[src/rtl/wpPkg.sv]
package wpPkg;

  // Bit positions in the protection register.
  localparam int BIT_WPEN = 7;
  localparam int BIT_BLH  = 4;
  localparam int BIT_BLL  = 3;
  localparam int BIT_RWEL = 2;
  localparam int BIT_WEL  = 1;
  localparam logic [7:0] RES_MASK = 8'h61;

  typedef enum logic [2:0] {
    OP_NONE,
    OP_SET_WEL,
    OP_CLR_WEL,
    OP_SET_RWEL,
    OP_PROG,
    OP_ARRAY
  } wpOpE;

  typedef struct packed {
    logic       setWel;
    logic       clrWel;
    logic       setRwel;
    logic       clrRwel;
    logic       loadNv;
    logic       newWpen;
    logic [1:0] newBl;
  } wpStrobeT;

endpackage

[src/rtl/wpCtrl.sv]
module wpCtrl
  import wpPkg::*;
#(
  parameter int ADDR_W = 13
) (
  input  logic              clk,
  input  logic              porN,
  input  logic              wpPin,
  input  logic              startEv,
  input  logic              stopEv,
  input  logic              regWrEv,
  input  logic              arrWrEv,
  input  logic [7:0]        dataByte,
  input  logic [ADDR_W-1:0] arrAddr,
  input  logic              curWel,
  input  logic              curRwel,
  input  logic              curWpen,
  input  logic [1:0]        curBl,
  output logic              ackOk,
  output logic              commitOk,
  output wpStrobeT          strobe
);

  wpOpE       pendOp;
  logic       pendWpen;
  logic [1:0] pendBl;
  logic       byteSeen;

  logic resOk, hwLock, regAck, arrAck, addrLocked;
  wpOpE regOp;

  assign resOk  = (dataByte & RES_MASK) == 8'h00;
  assign hwLock = wpPin && curWpen;
  assign regAck = resOk && !byteSeen;
  assign arrAck = curWel;

  // Upper-region decode on the top address bits.
  always_comb begin
    unique case (curBl)
      2'b00:   addrLocked = 1'b0;
      2'b01:   addrLocked = (arrAddr[ADDR_W-1 -: 2] == 2'b11);
      2'b10:   addrLocked = arrAddr[ADDR_W-1];
      default: addrLocked = 1'b1;
    endcase
  end

  // Register byte decode against the current latch stage.
  always_comb begin
    regOp = OP_NONE;
    if (curRwel) begin
      if (!dataByte[BIT_RWEL] && dataByte[BIT_WEL]) regOp = OP_PROG;
    end else if (dataByte == 8'h02) begin
      regOp = OP_SET_WEL;
    end else if (dataByte == 8'h00) begin
      regOp = OP_CLR_WEL;
    end else if (dataByte == 8'h06 && curWel) begin
      regOp = OP_SET_RWEL;
    end
  end

  always_comb begin
    if (regWrEv)      ackOk = regAck;
    else if (arrWrEv) ackOk = arrAck;
    else              ackOk = 1'b0;
  end

  assign commitOk = stopEv &&
                    ((pendOp == OP_ARRAY) || ((pendOp == OP_PROG) && !hwLock));

  always_comb begin
    strobe         = '0;
    strobe.newWpen = pendWpen;
    strobe.newBl   = pendBl;
    if (stopEv) begin
      strobe.setWel  = (pendOp == OP_SET_WEL);
      strobe.clrWel  = (pendOp == OP_CLR_WEL);
      strobe.setRwel = (pendOp == OP_SET_RWEL);
      strobe.loadNv  = commitOk && (pendOp == OP_PROG);
      strobe.clrRwel = commitOk;
    end
  end

  always_ff @(posedge clk or negedge porN) begin
    if (!porN) begin
      pendOp   <= OP_NONE;
      pendWpen <= 1'b0;
      pendBl   <= 2'b00;
      byteSeen <= 1'b0;
    end else if (startEv || stopEv) begin
      pendOp   <= OP_NONE;
      byteSeen <= 1'b0;
    end else if (regWrEv) begin
      byteSeen <= 1'b1;
      if (!byteSeen) begin
        pendOp   <= resOk ? regOp : OP_NONE;
        pendWpen <= dataByte[BIT_WPEN];
        pendBl   <= dataByte[BIT_BLH:BIT_BLL];
      end
    end else if (arrWrEv) begin
      byteSeen <= 1'b1;
      if (curWel && !addrLocked) pendOp <= OP_ARRAY;
    end
  end

endmodule

[src/rtl/wpRegs.sv]
module wpRegs
  import wpPkg::*;
#(
  parameter logic       INIT_WPEN = 1'b0,
  parameter logic [1:0] INIT_BL   = 2'b00
) (
  input  logic       clk,
  input  logic       porN,
  input  logic       nvInitN,
  input  wpStrobeT   strobe,
  output logic       curWel,
  output logic       curRwel,
  output logic       curWpen,
  output logic [1:0] curBl,
  output logic [7:0] regRdByte
);

  // Volatile latches.
  always_ff @(posedge clk or negedge porN) begin
    if (!porN) begin
      curWel  <= 1'b0;
      curRwel <= 1'b0;
    end else begin
      if (strobe.setWel)  curWel  <= 1'b1;
      if (strobe.clrWel)  curWel  <= 1'b0;
      if (strobe.setRwel) curRwel <= 1'b1;
      if (strobe.clrRwel) curRwel <= 1'b0;
    end
  end

  // Nonvolatile bits, untouched by the volatile reset.
  always_ff @(posedge clk or negedge nvInitN) begin
    if (!nvInitN) begin
      curWpen <= INIT_WPEN;
      curBl   <= INIT_BL;
    end else if (strobe.loadNv) begin
      curWpen <= strobe.newWpen;
      curBl   <= strobe.newBl;
    end
  end

  always_comb begin
    regRdByte                  = 8'h00;
    regRdByte[BIT_WPEN]        = curWpen;
    regRdByte[BIT_BLH:BIT_BLL] = curBl;
    regRdByte[BIT_RWEL]        = curRwel;
    regRdByte[BIT_WEL]         = curWel;
  end

endmodule

[src/rtl/wpLockCtrl.sv]
module wpLockCtrl
  import wpPkg::*;
#(
  parameter int         ADDR_W    = 13,
  parameter logic       INIT_WPEN = 1'b0,
  parameter logic [1:0] INIT_BL   = 2'b00
) (
  input  logic              clk,
  input  logic              porN,
  input  logic              nvInitN,
  input  logic              wpPin,
  input  logic              startEv,
  input  logic              stopEv,
  input  logic              regWrEv,
  input  logic              arrWrEv,
  input  logic [7:0]        dataByte,
  input  logic [ADDR_W-1:0] arrAddr,
  output logic              ackOk,
  output logic              commitOk,
  output logic [7:0]        regRdByte,
  output logic              nvWpen,
  output logic [1:0]        nvBl
);

  wpStrobeT   strobe;
  logic       curWel, curRwel, curWpen;
  logic [1:0] curBl;

  wpCtrl #(.ADDR_W(ADDR_W)) u_ctrl (
    .clk(clk), .porN(porN), .wpPin(wpPin), .startEv(startEv),
    .stopEv(stopEv), .regWrEv(regWrEv), .arrWrEv(arrWrEv),
    .dataByte(dataByte), .arrAddr(arrAddr), .curWel(curWel),
    .curRwel(curRwel), .curWpen(curWpen), .curBl(curBl),
    .ackOk(ackOk), .commitOk(commitOk), .strobe(strobe)
  );

  wpRegs #(.INIT_WPEN(INIT_WPEN), .INIT_BL(INIT_BL)) u_regs (
    .clk(clk), .porN(porN), .nvInitN(nvInitN), .strobe(strobe),
    .curWel(curWel), .curRwel(curRwel), .curWpen(curWpen),
    .curBl(curBl), .regRdByte(regRdByte)
  );

  assign nvWpen = curWpen;
  assign nvBl   = curBl;

endmodule

[config.mk]
export PLATFORM = sky130hd
export DESIGN_NAME = wpLockCtrl
export DESIGN_NICKNAME = d
export VERILOG_FILES = /design/src/rtl/wpPkg.sv /design/src/rtl/wpCtrl.sv /design/src/rtl/wpRegs.sv /design/src/rtl/wpLockCtrl.sv
export SDC_FILE = /design/constraint.sdc
export NUM_CORES = 1
export LEC_CHECK = 0
export BUFFER_PORTS_ARGS = -buffer_cell sky130_fd_sc_hd__buf_2
export CORE_AREA = 2 2 44 46
export CTS_CLUSTER_DIAMETER = 120
export DETAILED_ROUTE_END_ITERATION = 10
export DIE_AREA = 0 0 46 48
export PLACE_DENSITY = 0.81
export SETUP_SLACK_MARGIN = 0.5
export SYNTH_ARGS = -nofsm -noshare
export SYNTH_HDL_FRONTEND = slang
export SYNTH_SLANG_ARGS = --single-unit
[constraint.sdc]
create_clock -name clk -period 1.84 [get_ports clk]
set_clock_uncertainty 0.15 [all_clocks]
set_input_delay 0.368 -clock clk [delete_from_list [all_inputs] [get_ports clk]]
set_output_delay 0.368 -clock clk [all_outputs]
set_load 0.1 [all_outputs]
==> out/qor.yml, run 1 <==
clock-sinks: 12
path_cells: "and3b_2 > nor3_4 > buf_12"
drc: 0
path_depth: 3
vias_per_cell: 5.438
crit_fanout: 2
setup_ws_ns: -0.05127
fin_util_pct: 74.52
clock_path_buffers: 2
tritoncts: "yes"
syn_avg_cell_area_um2: 10.30
clkSlewWorstSetupHoldPaths_ns: 0.08
crit_type: "reg -> out"
cap_violations: 0
finalMaxSlewViolations: 0
hp-class: "in -> reg"
clk_latency_ns: 0.28
cts_buffers: 3
netlist_instances: 64
chipHeight_um: 48
place_congestion: 0.7587
cp.required_ns: 1.32
post-route-period-util_pct: 102.8
post-route-min-period_ns: 1.891
fp.dieW_um: 46
antenna_found_initial: 0
detail-route-antenna-nets: 0
ir_worst_vdd_mv: 1.298
grt_pass1_wl_um: 3201
start_util_pct: 39.04
first_pass_iters: 4
gr-total-overflow: 0
seq_area_frac_synth_pct: 45.54
io_buffer_count: 27
dieArea_um2: 2208
p_per_area_nw_per_um2: 1348
fmax_mhz: 528.7
hpwlAfterDp_um: 1174
grt.total_usage_pct: 22.31
h-tree-depth: 1
ys_ff_latch: 12
yosysUniqueCellTypes: 27
wirelength_um: 2200
critPathTopFamily: "flip-flops"
cp_num_buf_inv: 1
synth_area_um2: 659.4
num_io_pins: 42
worstSetupEndpoint: "commitOk"
drtIter0Drc: 17
crit_path_start: "u_regs.curWpen"
areaGrowthSynthToFinish_pct: 90.89
setup-violations-final: 1
grt_setup_unrepaired: "yes"
critPathLaunchType: "register"
num_rows: 15
cts-root-buf: "clkbuf_4"
hold_viol: 0
fillers: 104
outcome: "finished with violations"
leakagePower_uw: 0.0005573
reg2reg_slack_ns: 0.13
rr_startpoint: "u_regs.curWpen"
ys_warn_count: 0
layout-drive-gt1-share_pct: 71.15
final_nets: 134
violations: "negative setup slack"
arrival_ns: 1.37
register_area_um2: 314.1
grt_max_degree: 10
worstSetupEndpointType: "primary output"
multi_input_area_um2: 445.4
slowest_delay_ns: 0.48
core_um2: 1689
crit_slowest_cell: "dfrtp_4"
post_drt_wl_per_cell_um: 18.18
timing.rr.end: "u_regs.curBl[1]"
whs_ns: 0.1828
n_antenna_cell: 0
num_vias: 658
grt_pass1_vias: 668
reg2regPathDepth: 5
[power by group]
part / switching [uW] / leakage [uW] / internal, uW
sequential: 65.2 / 0.000143 / 331
combinational: 655 / 0.000393 / 426
clock: 99.8 / 0.0000210 / 121
[how the worst min path moves through the flow]
stage | endpoint | slack [ns] | cells after the start | start
2_1_floorplan | u_ctrl.byteSeen | -0.08 | 0 | porN
3_3_place_gp | u_regs.curWpen | 0.01 | 1 | nvInitN
3_5_place_dp | u_regs.curWpen | 0.02 | 1 | nvInitN
4_1_cts | u_ctrl.byteSeen | 0.19 | 3 | arrWrEv
5_1_grt | u_ctrl.byteSeen | 0.21 | 3 | arrWrEv
6_report | u_ctrl.byteSeen | 0.18 | 3 | arrWrEv
[cell usage in the layout, fill, tap and decap left out, drive strengths merged, types with 2 or more instances in the layout]
cell          n
a221oi        2
and3b         3
buf          40
clkbuf        4
conb          3
dfrtp        12
dlygate4sd3   2
inv           3
mux2          6
nand2         2
nor2          5
nor3          3
nor4          2
o2111ai       2
o21ai         3
[cell families (layout without fill, tap and decap cells)]
logic type	after synthesis	in the layout	share of synthesized area, %
AO/OA/AOI/OAI	10	10	10.44
buffers and inverters	11	49	10.82
flip-flops	12	12	45.54
multiplexers	7	7	11.76
other	1	3	0.5687
AND/OR/NAND/NOR	23	23	20.88
[through the flow]
stage               total power [uW]  setup slack [ns]  cells   TNS, ns  instance area (um2)
finish                          1697          -0.05127    121  -0.05127                 1259
global route                    1743           -0.1035    121   -0.1035                 1259
CTS                             1664          -0.03186    116  -0.03186                 1216
detailed placement              1078            0.1015    102         0                859.6
global placement                1069            0.1407    102         0                859.6
floorplan                       1066           -0.3091     66   -0.5109                758.2
[flip-flops by register name, indices dropped and copies added (netlist names)]
register         count
u_ctrl.pendOp        3
u_ctrl.pendBl        2
u_regs.curBl         2
u_ctrl.byteSeen      1
u_ctrl.pendWpen      1
u_regs.curRwel       1
u_regs.curWel        1
u_regs.curWpen       1
[Yosys cell counts]
master     number  share of area (%)
nor2b_1         1               0.95
a31oi_1         1               0.95
and3b_2         1                1.5
mux2_2          6                 10
conb_1          1               0.57
nor2_1          5                2.8
nor4_1          1               0.95
mux2i_1         1                1.5
nand2_1         2                1.1
a21oi_1         1               0.76
nor3b_1         1                1.1
buf_4           8                9.1
a21o_1          1                1.1
or2_2           1               0.95
and3_1          1               0.95
nor3_1          3                2.3
and2_1          1               0.95
a221oi_1        2                2.7
nand2b_1        1               0.95
nand4_1         1               0.95
o2111ai_1       2                2.7
nand3_1         1               0.76
o21ai_0         3                2.3
inv_1           3                1.7
and3b_1         2                2.7
dfrtp_1        12                 46
nor4_2          1                1.9
[worst reg2reg max path, delay by kind of cell, from the launching register on]
kind | cells | cell delay, ns
AND/OR/NAND/NOR | 2 | 0.34
multiplexers | 1 | 0.31
buffers and inverters | 2 | 0.33
flip-flops | 1 | 0.48
[per-layer routing]
metal  up-vias  GRT usage [%]  wire (um)
met4         0          14.86         70
met2        22          33.06       1130
met3         8          4.906         62
li1        300              -          -
met1       328          29.10        936
met5         -              0          0
[area by class of cell]
| class | count | share of cell area (%) |
|---|---|---|
| inverter | 3 | 0.8946 |
| tap | 17 | 1.690 |
| multi-input combinational | 43 | 35.39 |
| timing repair buffer | 42 | 34.19 |
| sequential | 12 | 24.95 |
| clock buffer | 4 | 2.883 |
[timing repair]
item,4_1_cts,5_1_grt
gates resized for setup,54,2
hold buffers,2,0
pin swaps,3,2
hold endpoints to repair,12,0
setup buffers,8,5
setup endpoints to repair,19,19
No activity file was read; power rests on OpenSTA's default activity.
==> inputs of run 2 (changes only) <==
CORE_AREA = 2 2 40 52   (was 2 2 44 46)
DIE_AREA = 0 0 42 54   (was 0 0 46 48)
GPL_ROUTABILITY_DRIVEN = 1   (was unset)
SYNTH_HIERARCHICAL = 1   (was unset)
==> run 2 against run 1 <==
Compared with the run above:
- the flow now finishes without violations
- utilization decreased by 7.0 points
- critical path depth is 1 higher
- via count decreased by 1.5%
- sequential power up 10%
- global-route usage down 4.4 points
- setup slack improved by 0.14 ns
- power grew 14%
- design area decreased by 2.1%
==> out/qor.yml, run 2 <==
outcome: "finished clean"
grt_setup_unrepaired: "yes"
final_nets: 135  # +0.75%
fp.dieW_um: 42  # -8.7%
cp.required_ns: 1.32  # about the same
h-tree-depth: 1  # unchanged
ys_ff_latch: 12  # unchanged
final_common_cell: "buf_2"
largest_register: "u_ctrl/pendOp"
ir_worst_vdd_mv: 0.8111  # -38%
synthTopCellsByCount: "dfrtp_1 (12), buf_4 (9), mux2_2 (6)"
clock-sinks: 12  # unchanged
busiest_layer: "met2"
dieArea_um2: 2268  # +2.7%
post-route-min-period_ns: 1.752  # -0.1390 ns
vias_per_cell: 5.184  # -4.7%
register_area_um2: 314.1  # unchanged
crit_type: "in -> out"
arrival_ns: 1.23  # -0.14 ns
grt_max_degree: 10  # unchanged
synth.largest_area_cell: "dfrtp_1"
hpwlAfterDp_um: 1220  # +3.9%
grtUsageMet1_pct: 17.50  # -12 points
post_drt_wl_per_cell_um: 14.39  # -21%
grt_pass1_vias: 663  # -0.75%
yosys-top-cells-area: "dfrtp_1 (43%), buf_4 (9.7%), mux2_2 (9.7%)"
clock_path_buffers: 2  # unchanged
netlist_instances: 67  # +4.7%
gr-usage-met3_pct: 4.027  # -0.88 points
hp-class: "in -> reg"
num_rows: 18  # +3
switching_share_pct: 49.18  # +0.88 points
async_flop_share_pct: 100.0  # unchanged
synth_most_common_cell: "dfrtp_1"
num_vias: 648  # -1.5%
syn_avg_cell_area_um2: 10.36  # +0.60%
wirelength_um: 1799  # -18%
reg.largest.list: "u_ctrl/pendOp: 3 flops, u_ctrl/pendBl: 2 flops, u_regs/curBl: 2 flops"
yosysUniqueCellTypes: 28  # +3.7%
setup-violations-final: 0  # -1
synth_top_area_share_pct: 43.24  # -2.3 points
p_per_area_nw_per_um2: 1568  # +16%
final_cells: 125  # +3.3%
post-route-period-util_pct: 95.23  # -7.6 points
place_congestion: 0.7992  # +5.3%
first_pass_iters: 2  # -2
most-common-layout-cells: "buf_2 (17), buf_12 (10), buf_4 (9), dfrtp_1 (7), mux2_4 (6)"
gr-total-overflow: 0  # unchanged
seq_area_frac_synth_pct: 43.24  # -2.3 points
grt.total_usage_pct: 17.87  # -4.4 points
detail-route-antenna-nets: 0  # unchanged
drtIter0Drc: 2  # -15
ys_warn_count: 6  # +6
hold_viol: 0  # unchanged
cts_buffers: 3  # unchanged
finalMaxSlewViolations: 0  # unchanged
chipHeight_um: 54  # +13%
largest_register_ffs: 3  # unchanged
fmax_mhz: 570.7  # +7.9%
synth_edf_count: 0  # unchanged
leakagePower_uw: 0.0005625  # +0.94%
tritoncts: "yes"
clk_latency_ns: 0.26  # -0.02 ns
start_util_pct: 38.07  # -0.97 points
clkPwrFrac_pct: 10.5  # -2.5 points
layout-drive-gt1-share_pct: 66.67  # -4.5 points
place_inst: 108  # +5.9%
critPathLaunchType: "input pin"
core_um2: 1824  # +8.0%
multi_input_area_um2: 450.4  # +1.1%
antenna_found_initial: 0  # unchanged
areaGrowthSynthToFinish_pct: 77.48
cap_violations: 0  # unchanged
drc: 0  # unchanged
io_buffer_count: 27  # unchanged
use_met2_pct: 33.85  # +0.80 points
fillers: 141  # +36%
cts-root-buf: "clkbuf_4"
power.switching_uw: 950.2  # +16%
worstSetupEndpointType: "primary output"
sequentialPowerShare_pct: 22.6  # -0.7 points
p_comb_share_pct: 67.0  # +3.3 points
synth_top_flop_cell: "dfrtp_1"
n_antenna_cell: 0  # unchanged
crit_fanout: 3  # +1
synth_area_um2: 694.4  # +5.3%
grt_pass1_wl_um: 2904  # -9.3%
whs_ns: 0.1889  # +0.006146 ns
num_io_pins: 42  # unchanged
clkSlewWorstSetupHoldPaths_ns: 0.07  # about the same
intPower_uw: 982.0  # +12%
[run 2: area by class of cell]
| cell class | count | area share [%] |
|---|---|---|
| repair buffers | 41 | 32.99 |
| flip-flops and latches | 12 | 25.48 |
| clock buffers | 4 | 2.944 |
| well taps | 20 | 2.030 |
| multi-input cells | 48 | 36.55 |
[run 2: per-layer routing]
metal / part of all wire, % / wire length (um) / vias to the layer above
met5: 0 / 0 / -
met4: 4.3 / 77 / 0
met2: 54 / 966 / 28
met1: 37 / 662 / 306
met3: 5.1 / 92 / 6
li1: - / - / 308
[run 2: worst paths after layout]
kind	start	to	slack (ns)	cells after the start
worst min register to register	u_ctrl/pendBl[0]	u_ctrl/pendBl[0]	0.38	1
worst min-delay path	startEv	u_ctrl/pendOp[0]	0.19	2
worst max-delay path	dataByte[5]	ackOk	0.09	4
min in group asynchronous	nvInitN	u_regs/curBl[1]	0.28	2
max in group asynchronous	porN	u_regs/curRwel	1.00	2
worst max register to register	u_regs/curWpen	u_regs/curBl[1]	0.25	6
[run 2: cells by family (layout without fill, tap and decap cells)]
group | after synthesis | after routing | synth area share, %
buffers and inverters | 9 | 45 | 9.729
AND/OR/NAND/NOR | 28 | 28 | 23.96
AO/OA/AOI/OAI | 10 | 10 | 11.35
multiplexers | 7 | 7 | 11.17
other | 1 | 3 | 0.5400
flip-flops | 12 | 12 | 43.24
[run 2: critical path: stages]
cell and delay [ns]:
buf_2 0.10, or3_4 0.42, o21ai_4 0.16, buf_12 0.19
[run 2: power by group through the flow]
stage | Combinational [uW] | Sequential (uW) | Clock (uW)
detailed placement | 862 | 411 | 0
finish | 1290 | 436 | 202
floorplan | 598 | 660 | 0
global placement | 853 | 405 | 0
CTS | 1210 | 431 | 207
global route | 1330 | 446 | 220
[run 2: what timing repair did]
item / 4_1_cts / 5_1_grt
hold endpoints to repair: 12 / 0
setup endpoints to repair: 19 / 20
gates resized for setup: 40 / 6
hold buffers: 2 / 0
pin swaps: 6 / 3
buffers inserted: 8 / 3
[run 2: through the flow]
stage | setup TNS (ns) | utilization, % | cell area, um2 | power, uW | worst slack, ns
after floorplan | -0.2875 | - | 807.0 | 1258 | -0.2025
after global placement | 0 | 50.00 | 912.1 | 1258 | 0.07296
final | 0 | 67.56 | 1232 | 1932 | 0.08769
after CTS | 0 | 64.61 | 1179 | 1850 | 0.08404
after detailed placement | 0 | 50.00 | 912.1 | 1273 | 0.06589
after global routing | 0 | 67.56 | 1232 | 1994 | 0.03642
==> inputs of run 3 (changes only) <==
BUFFER_PORTS_ARGS = unset   (was -buffer_cell sky130_fd_sc_hd__buf_2)
DONT_BUFFER_PORTS = 1   (was unset)
PLACE_DENSITY = 0.61   (was 0.81)
==> run 3 against run 2 <==
Compared with the run above:
- sequential share of layout area increased by 4.0 points
- highest routed layer is now met3
- power decreased by 13%
- sequential power decreased by 6.0%
- global-route usage decreased by 3.2 points
- via count decreased by 16%
- largest power group unchanged
- clock power increased by 3%
- setup slack improved by 0.0077 ns
- non-clock buffer count decreased by 23
- die area unchanged
- first-iteration DRC count increased by 100%
- register-to-register slack got worse by 0.02 ns
==> out/qor.yml, run 3 (synthesis gave the netlist of run 2 again) <==
switching_share_pct: 52.47  # +3.3 points
fp.dieW_um: 42  # unchanged
n_antenna_cell: 0  # unchanged
wirelength_um: 1620  # -9.9%
h-tree-depth: 1  # unchanged
num_io_pins: 42  # unchanged
num_rows: 18  # unchanged
post-route-period-util_pct: 94.82  # -0.42 points
fmax_mhz: 573.2  # +0.44%
reg.largest.list: "u_ctrl/pendOp: 3 flops, u_ctrl/pendBl: 2 flops, u_regs/curBl: 2 flops"
cts-root-buf: "clkbuf_4"
critPathLaunchType: "register"
holdPathStages: 1  # -1
cts_buffers: 3  # unchanged
power.switching_uw: 879.3  # -7.5%
grt_max_degree: 10  # unchanged
p_per_area_nw_per_um2: 1577  # +0.62%
sequentialPowerShare_pct: 24.5  # +1.9 points
tritoncts: "yes"
areaGrowthSynthToFinish_pct: 52.97
grt_setup_unrepaired: "yes"
cap_violations: 0  # unchanged
first_pass_iters: 3  # +1
leakagePower_uw: 0.0004552  # -19%
crit_fanout: 2  # -1
hp-class: "in -> reg"
core_um2: 1824  # unchanged
clock_path_buffers: 2  # unchanged
slowest_delay_ns: 0.49  # +0.07 ns
chipHeight_um: 54  # unchanged
p_comb_share_pct: 63.1  # -3.9 points
clock-sinks: 12  # unchanged
arrival_ns: 1.23  # about the same
grt_pass1_vias: 593  # -11%
largest_register: "u_ctrl/pendOp"
layout-drive-gt1-share_pct: 52.44  # -14 points
grt.total_usage_pct: 14.67  # -3.2 points
largest_register_ffs: 3  # unchanged
finalMaxSlewViolations: 0  # unchanged
crit_type: "reg -> out"
dpl_worst_slack_ns: 0.1691  # +0.1032 ns
clk_latency_ns: 0.27  # about the same
clkSlewWorstSetupHoldPaths_ns: 0.08  # about the same
post-route-min-period_ns: 1.745  # -0.007672 ns
path_cells: "nand2_4 > nor2_4 > nor3_4 > buf_12"
fillers: 151  # +7.1%
reg2reg_slack_ns: 0.23  # -0.02 ns
antenna_found_initial: 0  # unchanged
crit_slowest_cell: "dfrtp_4"
intPower_uw: 796.4  # -19%
gr-total-overflow: 0  # unchanged
start_util_pct: 38.07  # unchanged
cp.required_ns: 1.32  # about the same
post_drt_wl_per_cell_um: 15.88  # +10%
io_buffer_count: 0  # -100%
clkPwrFrac_pct: 12.4  # +1.9 points
grt_pass1_wl_um: 2497  # -14%
place_congestion: 0.7118  # -11%
detail-route-antenna-nets: 0  # unchanged
power_uw: 1676  # -13%
final_nets: 112  # -17%
drtIter0Drc: 4  # +2
worstSetupEndpointType: "primary output"
hold_viol: 0  # unchanged
dieArea_um2: 2268  # unchanged
final_common_cell: "dfrtp_1"
num_vias: 543  # -16%
setup-violations-final: 0  # unchanged
reg2regPathDepth: 6  # unchanged
vias_per_cell: 5.324  # +2.7%
most-common-layout-cells: "dfrtp_1 (8), buf_12 (6), mux2_4 (6)"
ir_worst_vdd_mv: 0.7467  # -7.9%
setup_ws_ns: 0.09536  # +0.007672 ns
drc: 0  # unchanged
outcome: "finished clean"
hpwlAfterDp_um: 1217  # -0.19%
[run 3: final cells by class]
type | count | area, um2 | area share [%]
timing repair buffer | 18 | 251.5 | 23.67
tap | 20 | 25.02 | 2.356
sequential | 12 | 312.8 | 29.45
clock buffer | 4 | 36.28 | 3.416
multi-input combinational | 48 | 436.7 | 41.11
[run 3: per-layer routing]
metal / wire (um) / track usage, % / vias to the layer above
met5: 0 / 0 / -
met4: 0 / 6.452 / 0
met2: 908 / 27.08 / 19
met1: 609 / 16.77 / 260
met3: 102 / 2.349 / 0
li1: - / - / 264
[run 3: timing repair]
| item | 4_1_cts | 5_1_grt |
|---|---|---|
| pin swaps | 2 | 1 |
| hold endpoints to repair | 13 | 0 |
| setup endpoints to repair | 19 | 20 |
| setup buffers | 2 | 4 |
| resized for setup | 20 | 8 |
| hold buffers | 4 | 0 |
[run 3: path summary, 6_finish.rpt]
check / start / endpoint
hold / removal: arrWrEv / u_ctrl/byteSeen
max in group asynchronous: porN / u_ctrl/pendOp[0]
setup / recovery: u_regs/curWpen / commitOk
hold reg to reg: u_ctrl/pendBl[0] / u_ctrl/pendBl[0]
min in group asynchronous: nvInitN / u_regs/curWpen
setup reg to reg: u_regs/curWpen / u_regs/curBl[1]
[run 3: worst max-delay path: cells and delay by family, from the launching register on]
family | cells | cell delay (ns)
buf+inv | 1 | 0.20
flops | 1 | 0.49
simple gates | 3 | 0.27
[run 3: metrics by stage]
step                      setup TNS (ns)  instances  area (um2)  util, %  hold WS [ns]
after floorplan                  -0.2875         69       807.0        -      -0.07759
after global placement                 0         88       824.5    45.20      -0.07748
after detailed placement               0         88       824.5    45.20      -0.07749
after CTS                              0         98        1001    54.87       0.08324
after global routing                   0        102        1062    58.23       0.08204
final                                  0        102        1062    58.23       0.09161
[run 3: power by group through the flow]
| stage | Sequential, uW | Combinational (uW) | Clock (uW) |
|---|---|---|---|
| 6_report | 410 | 1060 | 208 |
| 5_1_grt | 419 | 1090 | 230 |
| 4_1_cts | 412 | 965 | 215 |
| 3_5_place_dp | 395 | 839 | 0 |
| 3_3_place_gp | 394 | 833 | 0 |
| 2_1_floorplan | 660 | 598 | 0 |
